[src/rtl/seg_reloc_pkg.sv]
package seg_reloc_pkg;
  localparam int unsigned NUM_MODES  = 3;
  localparam int unsigned LEN_LSB    = 8;
  localparam int unsigned ACC_LSB    = 1;

  typedef enum logic [1:0] {
    MODE_KERNEL = 2'b00,
    MODE_SUPER  = 2'b01,
    MODE_BAD    = 2'b10,
    MODE_USER   = 2'b11
  } priv_mode_e;

  typedef enum logic [1:0] {
    ACC_NONE = 2'b00,
    ACC_RO   = 2'b01,
    ACC_RSV  = 2'b10,
    ACC_RW   = 2'b11
  } acc_code_e;

  // Bank number for a mode: kernel 0, supervisor 1, user 2.
  function automatic logic [1:0] bank_of(input logic [1:0] m);
    case (m)
      2'b01:   return 2'd1;
      2'b11:   return 2'd2;
      default: return 2'd0;
    endcase
  endfunction

  function automatic logic access_ok(input logic [1:0] acc, input logic wr);
    case (acc)
      ACC_RW:  return 1'b1;
      ACC_RO:  return !wr;
      default: return 1'b0;
    endcase
  endfunction
endpackage

[src/rtl/seg_reg_decode.sv]
module seg_reg_decode #(
  parameter int unsigned ADDR_W   = 18,
  parameter int unsigned SEG_W    = 3,
  parameter logic [17:0] KER_BASE = 18'o772300,
  parameter logic [17:0] SUP_BASE = 18'o772200,
  parameter logic [17:0] USR_BASE = 18'o777600
) (
  input  logic [ADDR_W-1:0]  addr,
  output logic               hit,
  output logic [SEG_W+2:0]   idx,
  output logic               is_base
);
  localparam int unsigned WIN_W = SEG_W + 3;  // 64-byte window: 2 groups bits, seg, byte bit

  logic [ADDR_W-WIN_W-1:0] win;
  logic [1:0]              bank;
  logic                    win_ok;

  assign win = addr[ADDR_W-1:WIN_W];

  always_comb begin
    win_ok = 1'b1;
    bank   = 2'd0;
    if (win == KER_BASE[ADDR_W-1:WIN_W])      bank = 2'd0;
    else if (win == SUP_BASE[ADDR_W-1:WIN_W]) bank = 2'd1;
    else if (win == USR_BASE[ADDR_W-1:WIN_W]) bank = 2'd2;
    else                                      win_ok = 1'b0;
  end

  // Word index inside window: [SEG_W+1] base/desc, [SEG_W] data/instr, [SEG_W-1:0] seg
  assign hit     = win_ok && !addr[0];
  assign is_base = addr[WIN_W-1];
  assign idx     = {bank, addr[WIN_W-2], addr[SEG_W:1]};
endmodule

[src/rtl/seg_desc_bank.sv]
module seg_desc_bank
  import seg_reloc_pkg::*;
#(
  parameter int unsigned SEG_W  = 3,
  parameter int unsigned LEN_W  = 7,
  parameter int unsigned BASE_W = 16,
  parameter int unsigned WORD_W = 16
) (
  input  logic              clk,
  input  logic              rst_n,
  input  logic              wr_en,
  input  logic [SEG_W+2:0]  wr_idx,
  input  logic              wr_base,
  input  logic [WORD_W-1:0] wdata,
  input  logic [SEG_W+2:0]  rd_idx,
  input  logic              rd_base,
  output logic [WORD_W-1:0] rdata,
  input  logic [SEG_W+2:0]  lk_idx,
  output logic [LEN_W-1:0]  lk_len,
  output logic [1:0]        lk_acc,
  output logic [BASE_W-1:0] lk_base
);
  localparam int unsigned PER_MODE = 2 << SEG_W;
  localparam int unsigned NUM_DESC = NUM_MODES * PER_MODE;

  logic [LEN_W-1:0]  len_q  [NUM_DESC];
  logic [1:0]        acc_q  [NUM_DESC];
  logic [BASE_W-1:0] base_q [NUM_DESC];

  for (genvar i = 0; i < NUM_DESC; i++) begin : g_desc
    logic sel;
    assign sel = wr_en && (wr_idx == (SEG_W+3)'(i));
    always_ff @(posedge clk or negedge rst_n) begin
      if (!rst_n) begin
        len_q[i]  <= '0;
        acc_q[i]  <= '0;
        base_q[i] <= '0;
      end else if (sel) begin
        if (wr_base) begin
          base_q[i] <= wdata[BASE_W-1:0];
        end else begin
          len_q[i] <= wdata[LEN_LSB +: LEN_W];
          acc_q[i] <= wdata[ACC_LSB +: 2];
        end
      end
    end
  end

  logic rd_ok, lk_ok;
  assign rd_ok = int'(rd_idx) < NUM_DESC;
  assign lk_ok = int'(lk_idx) < NUM_DESC;

  always_comb begin
    rdata = '0;
    if (rd_ok) begin
      if (rd_base) rdata[BASE_W-1:0] = base_q[rd_idx];
      else begin
        rdata[LEN_LSB +: LEN_W] = len_q[rd_idx];
        rdata[ACC_LSB +: 2]     = acc_q[rd_idx];
      end
    end
  end

  assign lk_len  = lk_ok ? len_q[lk_idx]  : '0;
  assign lk_acc  = lk_ok ? acc_q[lk_idx]  : '0;
  assign lk_base = lk_ok ? base_q[lk_idx] : '0;
endmodule

[src/rtl/seg_xlate.sv]
module seg_xlate
  import seg_reloc_pkg::*;
#(
  parameter int unsigned VA_W   = 16,
  parameter int unsigned PA_W   = 22,
  parameter int unsigned SEG_W  = 3,
  parameter int unsigned OFF_W  = 6,
  parameter int unsigned BASE_W = 16
) (
  input  logic                          en,
  input  logic                          mode_bad,
  input  logic                          is_write,
  input  logic [VA_W-1:0]               va,
  input  logic [VA_W-SEG_W-OFF_W-1:0]   len,
  input  logic [1:0]                    acc,
  input  logic [BASE_W-1:0]             base,
  output logic [PA_W-1:0]               pa,
  output logic                          abort
);
  localparam int unsigned SPAN_W = VA_W - SEG_W;
  localparam int unsigned BLK_W  = SPAN_W - OFF_W;

  logic [BLK_W-1:0] blk;
  logic [PA_W-1:0]  mapped, passed;
  logic             top_seg;

  assign blk     = va[SPAN_W-1:OFF_W];
  assign mapped  = PA_W'({base, {OFF_W{1'b0}}}) + PA_W'(va[SPAN_W-1:0]);
  assign top_seg = &va[VA_W-1:SPAN_W];
  assign passed  = top_seg ? {{(PA_W-SPAN_W){1'b1}}, va[SPAN_W-1:0]}
                           : PA_W'(va);

  always_comb begin
    if (en) begin
      pa    = mapped;
      abort = mode_bad || (blk > len) || !access_ok(acc, is_write);
    end else begin
      pa    = passed;
      abort = 1'b0;
    end
  end
endmodule

[src/rtl/seg_reloc_unit.sv]
module seg_reloc_unit
  import seg_reloc_pkg::*;
#(
  parameter int unsigned VA_W     = 16,
  parameter int unsigned PA_W     = 22,
  parameter int unsigned SEG_W    = 3,
  parameter int unsigned OFF_W    = 6,
  parameter int unsigned BASE_W   = 16,
  parameter int unsigned ADDR_W   = 18,
  parameter int unsigned WORD_W   = 16,
  parameter logic [17:0] KER_BASE = 18'o772300,
  parameter logic [17:0] SUP_BASE = 18'o772200,
  parameter logic [17:0] USR_BASE = 18'o777600
) (
  input  logic              clk,
  input  logic              rst_n,
  input  logic              xl_enable,
  input  logic [VA_W-1:0]   va,
  input  logic [1:0]        mode,
  input  logic              is_instr,
  input  logic              is_write,
  output logic [PA_W-1:0]   pa,
  output logic              abort,
  input  logic [ADDR_W-1:0] reg_addr,
  input  logic              reg_wr,
  input  logic [WORD_W-1:0] reg_wdata,
  output logic [WORD_W-1:0] reg_rdata,
  output logic              reg_hit
);
  localparam int unsigned LEN_W = VA_W - SEG_W - OFF_W;
  localparam int unsigned IDX_W = SEG_W + 3;

  logic [IDX_W-1:0]  bus_idx, lk_idx;
  logic              bus_base;
  logic [WORD_W-1:0] bank_rdata;
  logic [LEN_W-1:0]  sel_len;
  logic [1:0]        sel_acc;
  logic [BASE_W-1:0] sel_base;
  logic              mode_bad;

  seg_reg_decode #(
    .ADDR_W(ADDR_W), .SEG_W(SEG_W),
    .KER_BASE(KER_BASE), .SUP_BASE(SUP_BASE), .USR_BASE(USR_BASE)
  ) u_dec (
    .addr(reg_addr), .hit(reg_hit), .idx(bus_idx), .is_base(bus_base)
  );

  assign lk_idx   = {bank_of(mode), !is_instr, va[VA_W-1 -: SEG_W]};
  assign mode_bad = (mode == MODE_BAD);

  seg_desc_bank #(
    .SEG_W(SEG_W), .LEN_W(LEN_W), .BASE_W(BASE_W), .WORD_W(WORD_W)
  ) u_bank (
    .clk(clk), .rst_n(rst_n),
    .wr_en(reg_wr && reg_hit), .wr_idx(bus_idx), .wr_base(bus_base),
    .wdata(reg_wdata),
    .rd_idx(bus_idx), .rd_base(bus_base), .rdata(bank_rdata),
    .lk_idx(lk_idx), .lk_len(sel_len), .lk_acc(sel_acc), .lk_base(sel_base)
  );

  assign reg_rdata = reg_hit ? bank_rdata : '0;

  seg_xlate #(
    .VA_W(VA_W), .PA_W(PA_W), .SEG_W(SEG_W), .OFF_W(OFF_W), .BASE_W(BASE_W)
  ) u_xl (
    .en(xl_enable), .mode_bad(mode_bad), .is_write(is_write), .va(va),
    .len(sel_len), .acc(sel_acc), .base(sel_base), .pa(pa), .abort(abort)
  );
endmodule

[config.mk]
export PLATFORM = sky130hd
export DESIGN_NAME = seg_reloc_unit
export DESIGN_NICKNAME = d
export VERILOG_FILES = /design/src/rtl/seg_reloc_pkg.sv /design/src/rtl/seg_reg_decode.sv /design/src/rtl/seg_desc_bank.sv /design/src/rtl/seg_xlate.sv /design/src/rtl/seg_reloc_unit.sv
export SDC_FILE = /design/constraint.sdc
export NUM_CORES = 2
export LEC_CHECK = 0
export BUFFER_PORTS_ARGS = -buffer_cell sky130_fd_sc_hd__buf_2
export CAP_MARGIN = 5
export CORE_ASPECT_RATIO = 0.5
export CORE_MARGIN = 3
export CORE_UTILIZATION = 30
export CTS_BUF_LIST = sky130_fd_sc_hd__clkbuf_4 sky130_fd_sc_hd__clkbuf_8
export DETAILED_ROUTE_END_ITERATION = 16
export SYNTH_ARGS = -nofsm -noshare
export SYNTH_HDL_FRONTEND = slang
export SYNTH_SLANG_ARGS = --single-unit
[constraint.sdc]
create_clock -name clk -period 14.85 [get_ports clk]
set_input_delay 2.97 -clock clk [delete_from_list [all_inputs] [get_ports clk]]
set_output_delay 2.97 -clock clk [all_outputs]
set_load 0.01 [all_outputs]
# Word level (Yosys, flattened, before mapping)
# Index checks and enable logic that the tools add are counted.
# totals
register_bits	1200
latch_bits	0
ramBits	0
romBits	0
inputBits	58
output_inout_bits	40
wordCells	402
n_memories	0
# op_classes
addsub	1
multipliers	0
n_div	0
order_cmp	5
n_eq_ne	55
shift	0
n_mux	40
bitwise_logic	3
n_reduce_logical	154
# ops
op	n
$bmux W16 S6	2
$reduce_and A2 Y1	96
$mux W16	7
$eq A6 B5 Y1 const B	16
$eq A6 B6 Y1 const B	16
$bmux W7 S6	2
$logic_and A1 B1 Y1	50
$eq A6 B4 Y1 const B	8
$mux W22	2
$mux W7	6
$eq A12 B12 Y1 const B	3
$bmux W2 S6	2
$eq A6 B3 Y1 const B	4
$add A22 B13 Y22	1
$mux W2	9
$ge A7 B7 Y1 const B	2
$not A6 Y7	2
$eq A6 B2 Y1 const B	2
$lt A6 B6 Y1 const B	2
$gt A7 B7 Y1	1
$mux W1	7
$eq A2 B2 Y1 const B	3
$eq A6 B1 Y1 const B	1
$logic_not A6 Y1	1
other kinds (8)	13

# Logic depth before layout (Yosys ltp)
# logic_depth
word_depth	13
mapped_depth	22
ltp_nobuf	15

# Hierarchy
# A second synthesis with hierarchy kept.
# hier_totals
cells_unflattened	4068
hier_area_um2	64732.1
# by_module_without_submodules
mod	n_inst	cells_per_inst	area_each_um2
seg_desc_bank	1	3898	63519.7
seg_xlate	1	136	959.7
seg_reloc_unit	1	22	156.4
seg_reg_decode	1	12	96.3

# Worst setup path before layout
# No wires, ideal clock.
# synth_timing
path_type	input to output
start	input va[13]
end	output pa[21]
arrival_ns	7.261
slack_ns	4.619
path_stages	21
cell_sequence	buf_6 -> buf_12 -> buf_12 -> buf_6 -> buf_6 -> buf_2 -> buf_2 -> mux4_2 -> mux4_2 -> nand2_1 -> a31oi_1 -> ha_1 -> a21o_1 -> a21oi_1 -> nor2b_1 -> o21a_1 -> o31ai_1 -> nor2_1 -> nand4b_1 -> xor2_1 -> a21o_1
# synth_between
elab_chain_cells	7
word_cells_on_any_way	10
classes_between	add/sub: 1; order compare: 1; mux: 6; bitwise: 1; reduce/logical: 1
# synth_rtl
item	line	text
from (decl)	seg_reloc_unit.sv:18	input logic [VA_W-1:0] va,
$not A6 Y7 (not written as such)	seg_desc_bank.sv:66	assign lk_base = lk_ok ? base_q[lk_idx] : '0;
$bmux W16 S6	seg_desc_bank.sv:66	
$mux W16 (not written as such) (2 in series)	seg_desc_bank.sv:66	
$mux W16	seg_desc_bank.sv:66	
$add A22 B13 Y22	seg_xlate.sv:28	assign mapped = PA_W'({base, {OFF_W{1'b0}}}) + PA_W'(va[SPAN_W-1:0]);
$mux W22 (*)	seg_xlate.sv:34	if (en) begin
to (decl)	seg_reloc_unit.sv:22	output logic [PA_W-1:0] pa,
# Every way passes the cells marked *; elsewhere a longest branch is shown, timed or not. The select of a mux whose other input is x is not followed.

# Worst setup path after layout
# layout_timing
start	input va[13]
end	output pa[14]
# Same word-level chain as after synthesis.

==> metrics.txt <==
outcome completed; Metal-1 WL 85,200 um; post-synthesis mux area share 46.3%; number of global-route vias before repair 43,267; PortBufs between 80 and 90; Worst R2R End u_bank.base_q[665]; unrepaired setup endpoints after global routing false; worst skew pair latency ~950 ps; Residual DRC 0; Cells on Worst Hold Path 1; Adder-Cell Fraction of Synth Area 0.301%; max layer used met5; Ys Warns 0; Reg power frac 48.1%; CTS tree built; Area Growth Syn to Fin 11.4%; async set-reset flop share out of synthesis 100%; die extent in y 335 um; prevailing post-synth register cell dfrtp_1; first-pass GRT wire length 308,000 um; Post-CTS Hold Fix Bufs 0; sequential area share after synthesis 46.3%; Hold WC Path Type flop to flop; Rows 119; synthesized net count 4,143; drt wl/cell 29.8 um; initial core utilization 30.5%; H-tree depth 4; Crit. End Element output port; CTS sink count 1,200; synthesized cell area 64,800 um^2; Vias/cell 5.75; Hold Fails Final Rpt 0; compound-cell area share of the yosys netlist about 1.7%; EDFF count, synth 0; clk root buf clkbuf_8; clk slew on worst S/H paths around 50 ps; worst slew pin tran 1270 ps; most common cell after layout, fill and taps aside mux2_2; Lkg Pwr between 30 and 40 nW; Cells after Synth 4,070; Post-Synth XOR/XNOR Area 0.189%; Worst Path Class, Setup input port to output port; Critical Path RT ~12,000 ps; VDD IR max 0.0000585 V; hold_sp u_bank.base_q[414]; routed wire length 211,000 um; Clock Skew 0 ps; met3 WL 14,000 um; period utilization 76.9%; area of the core 213,000 um^2; metal2 WL 102,000 um; Max-Cap Viols 0; startpoint type of the worst setup path input port; num ports 98; share of cells above drive strength 1 58.7%; Hold EP u_bank.base_q[414]; #FFs+latches synth 1,200; max_slew headroom between 10% and 20%; Switching Share 25.3%; r2r setup slk 14,020 ps; Psw 0.00172 W; Setup WS pre-CTS 3390 ps; reg-to-reg critical path startpoint u_bank.base_q[665]; Mean Syn Cell Area 15.9 um^2; post-CTS setup repair buffer count 0; Die W 663 um; Antenna Violating Nets Remaining 0; fillers 20,328; largest net degree at the start of global routing 208; GP Congestion 0.841; initial antenna violation count 7; clock share of power a little under half; Worst R2R Path Depth 1; Die ar. 222,000 um^2; crit-path max FO 70; Crit path arrival time 8450 ps; internal power 0.00508 W; total gr overflow 0; NumNets Final ~4,200; fmax 87.6 MHz; CTS buffer count 195; most frequent cells in the layout mux2_2 (1,205), dfrtp_1 (1,200), mux4_2 (679); Power per Cell Area 94.2 nW/um^2; vias 40,693; DP HPWL between 100,000 and 150,000 um; minimum clock period 11,420 ps; DR iter-0 viols 3,846; final setup margin approximately 3400 ps; Final setup viols 0; PostCTS Resize Cnt 0; gr usage total between 10% and 20%; pins over their slew limit 0; Post-Synth Simple-Gate Area 2.30%; DRT Pass-1 Iters 5; Unique masters post-synth 68; power share of the combinational group between 6 and 7%; largest family of logic cells by synthesized area multiplexers; clk buf depth 3; Fin Setup TNS 0 ps
[power groups by stage]
| stage | clock, W | combinational, W | sequential (W) |
|---|---|---|---|
| 5_1_grt | 0.00329 | 0.000478 | 0.00327 |
| 6_report | 0.00308 | 0.000448 | 0.00327 |
| 3_3_place_gp | 0 | 0.000447 | 0.00333 |
| 4_1_cts | 0.00314 | 0.000454 | 0.00327 |
| 3_5_place_dp | 0 | 0.000453 | 0.00333 |
| 2_1_floorplan | 0 | 0.000254 | 0.00333 |
[cells in the mapped netlist, drive strengths merged, types with 2 or more instances]
cell type     n  area, um^2
nand3b        2        15.0
inv           4        15.0
o2111ai       3        26.3
o21ai        20         104
a221oi        7        61.3
mux2i        65         651
nor2         74         280
o211ai        4        30.0
nor4          5        43.8
nand3        17        85.1
o22a          4        35.0
o21a          6        45.0
xor2          6        52.6
o31ai         4        30.0
a221o         5        51.3
dfrtp      1200       30000
mux4        699       15800
or3           3        20.0
ha           14         175
nand2       137         514
a22oi        23         173
a211oi        4        30.0
nand2b        9        56.3
nand4         5        31.3
or2           3        18.8
a21o          9        68.8
clkinv        2        7.51
nor3         37         245
a21oi        20         104
and2          2        12.5
xnor2         8        70.1
buf         139         840
clkbuf      257        1000
nor2b        13        81.3
o22ai        25         156
mux2       1205       13600
a31oi        15        93.8
[layout make-up]
| type | instances | area [um^2] | share of cell area, % |
|---|---|---|---|
| clock buffers | 317 | 3900 | 5.40 |
| flip-flops and latches | 1200 | 30000 | 41.6 |
| diodes | 6 | 15.0 | 0.0208 |
| repair buffers | 207 | 1490 | 2.07 |
| inverters | 6 | 25.0 | 0.0346 |
| multi-input cells | 2468 | 33000 | 45.6 |
| clock inverters | 24 | 239 | 0.331 |
| well taps | 2843 | 3560 | 4.92 |
[how the worst max path moves through the flow]
stage | cells past startpoint | from | slack (ps) | endpoint
global placement | 16 | va[13] | 3280 | pa[14]
detailed placement | 16 | va[13] | 3390 | pa[14]
finish | 16 | va[13] | 3430 | pa[14]
CTS | 16 | va[13] | 3380 | pa[14]
global route | 16 | va[13] | 3250 | pa[14]
floorplan | 21 | va[13] | 4620 | pa[21]
[per-layer routing]
metal | GRT usage (%) | vias up
li1 | - | 15994
met1 | 24.1 | 22480
met2 | 31.0 | 1731
met3 | 3.55 | 486
met4 | 8.17 | 2
met5 | 0 | -
[kinds of logic (layout without fill, tap and decap cells)]
kind of cell,after synthesis,in the layout
muxes,1969,1969
buffers and inverters,402,554
DFF,1200,1200
adders and majority gates,15,15
and+or+nand+nor,315,315
xor gates and xnor gates,14,14
other,0,6
AOI/OAI and AO/OA,155,155
[through the flow]
step / utilization [%] / total power [W] / hold WS [ps] / instances / cell area [um^2]
floorplan: - / 0.00358 / 488 / 4070 / 64800
global placement: 32.0 / 0.00378 / 496 / 6724 / 68100
detailed placement: 32.0 / 0.00378 / 508 / 6724 / 68100
CTS: 34.0 / 0.00687 / 522 / 7065 / 72200
global route: 34.0 / 0.00704 / 531 / 7068 / 72200
finish: 34.0 / 0.00680 / 519 / 7071 / 72200
[registers in the layout (all words and copies together) (netlist names)]
name and flops:
u_bank.acc_q 96, u_bank.len_q 336, u_bank.base_q 768
[worst max-delay path, cell delays in order]
cell and delay [ps]:
buf_8 560, buf_4 760, mux4_2 600, mux4_2 490, nand2_1 100, a31oi_1 140
fa_1 450, a21o_1 200, a21oi_1 230, nor2b_1 90, o21a_1 190, o22ai_1 590
nor2_1 110, xor2_1 180, a21oi_1 430, buf_2 230
(Power assumes the default switching activity.)
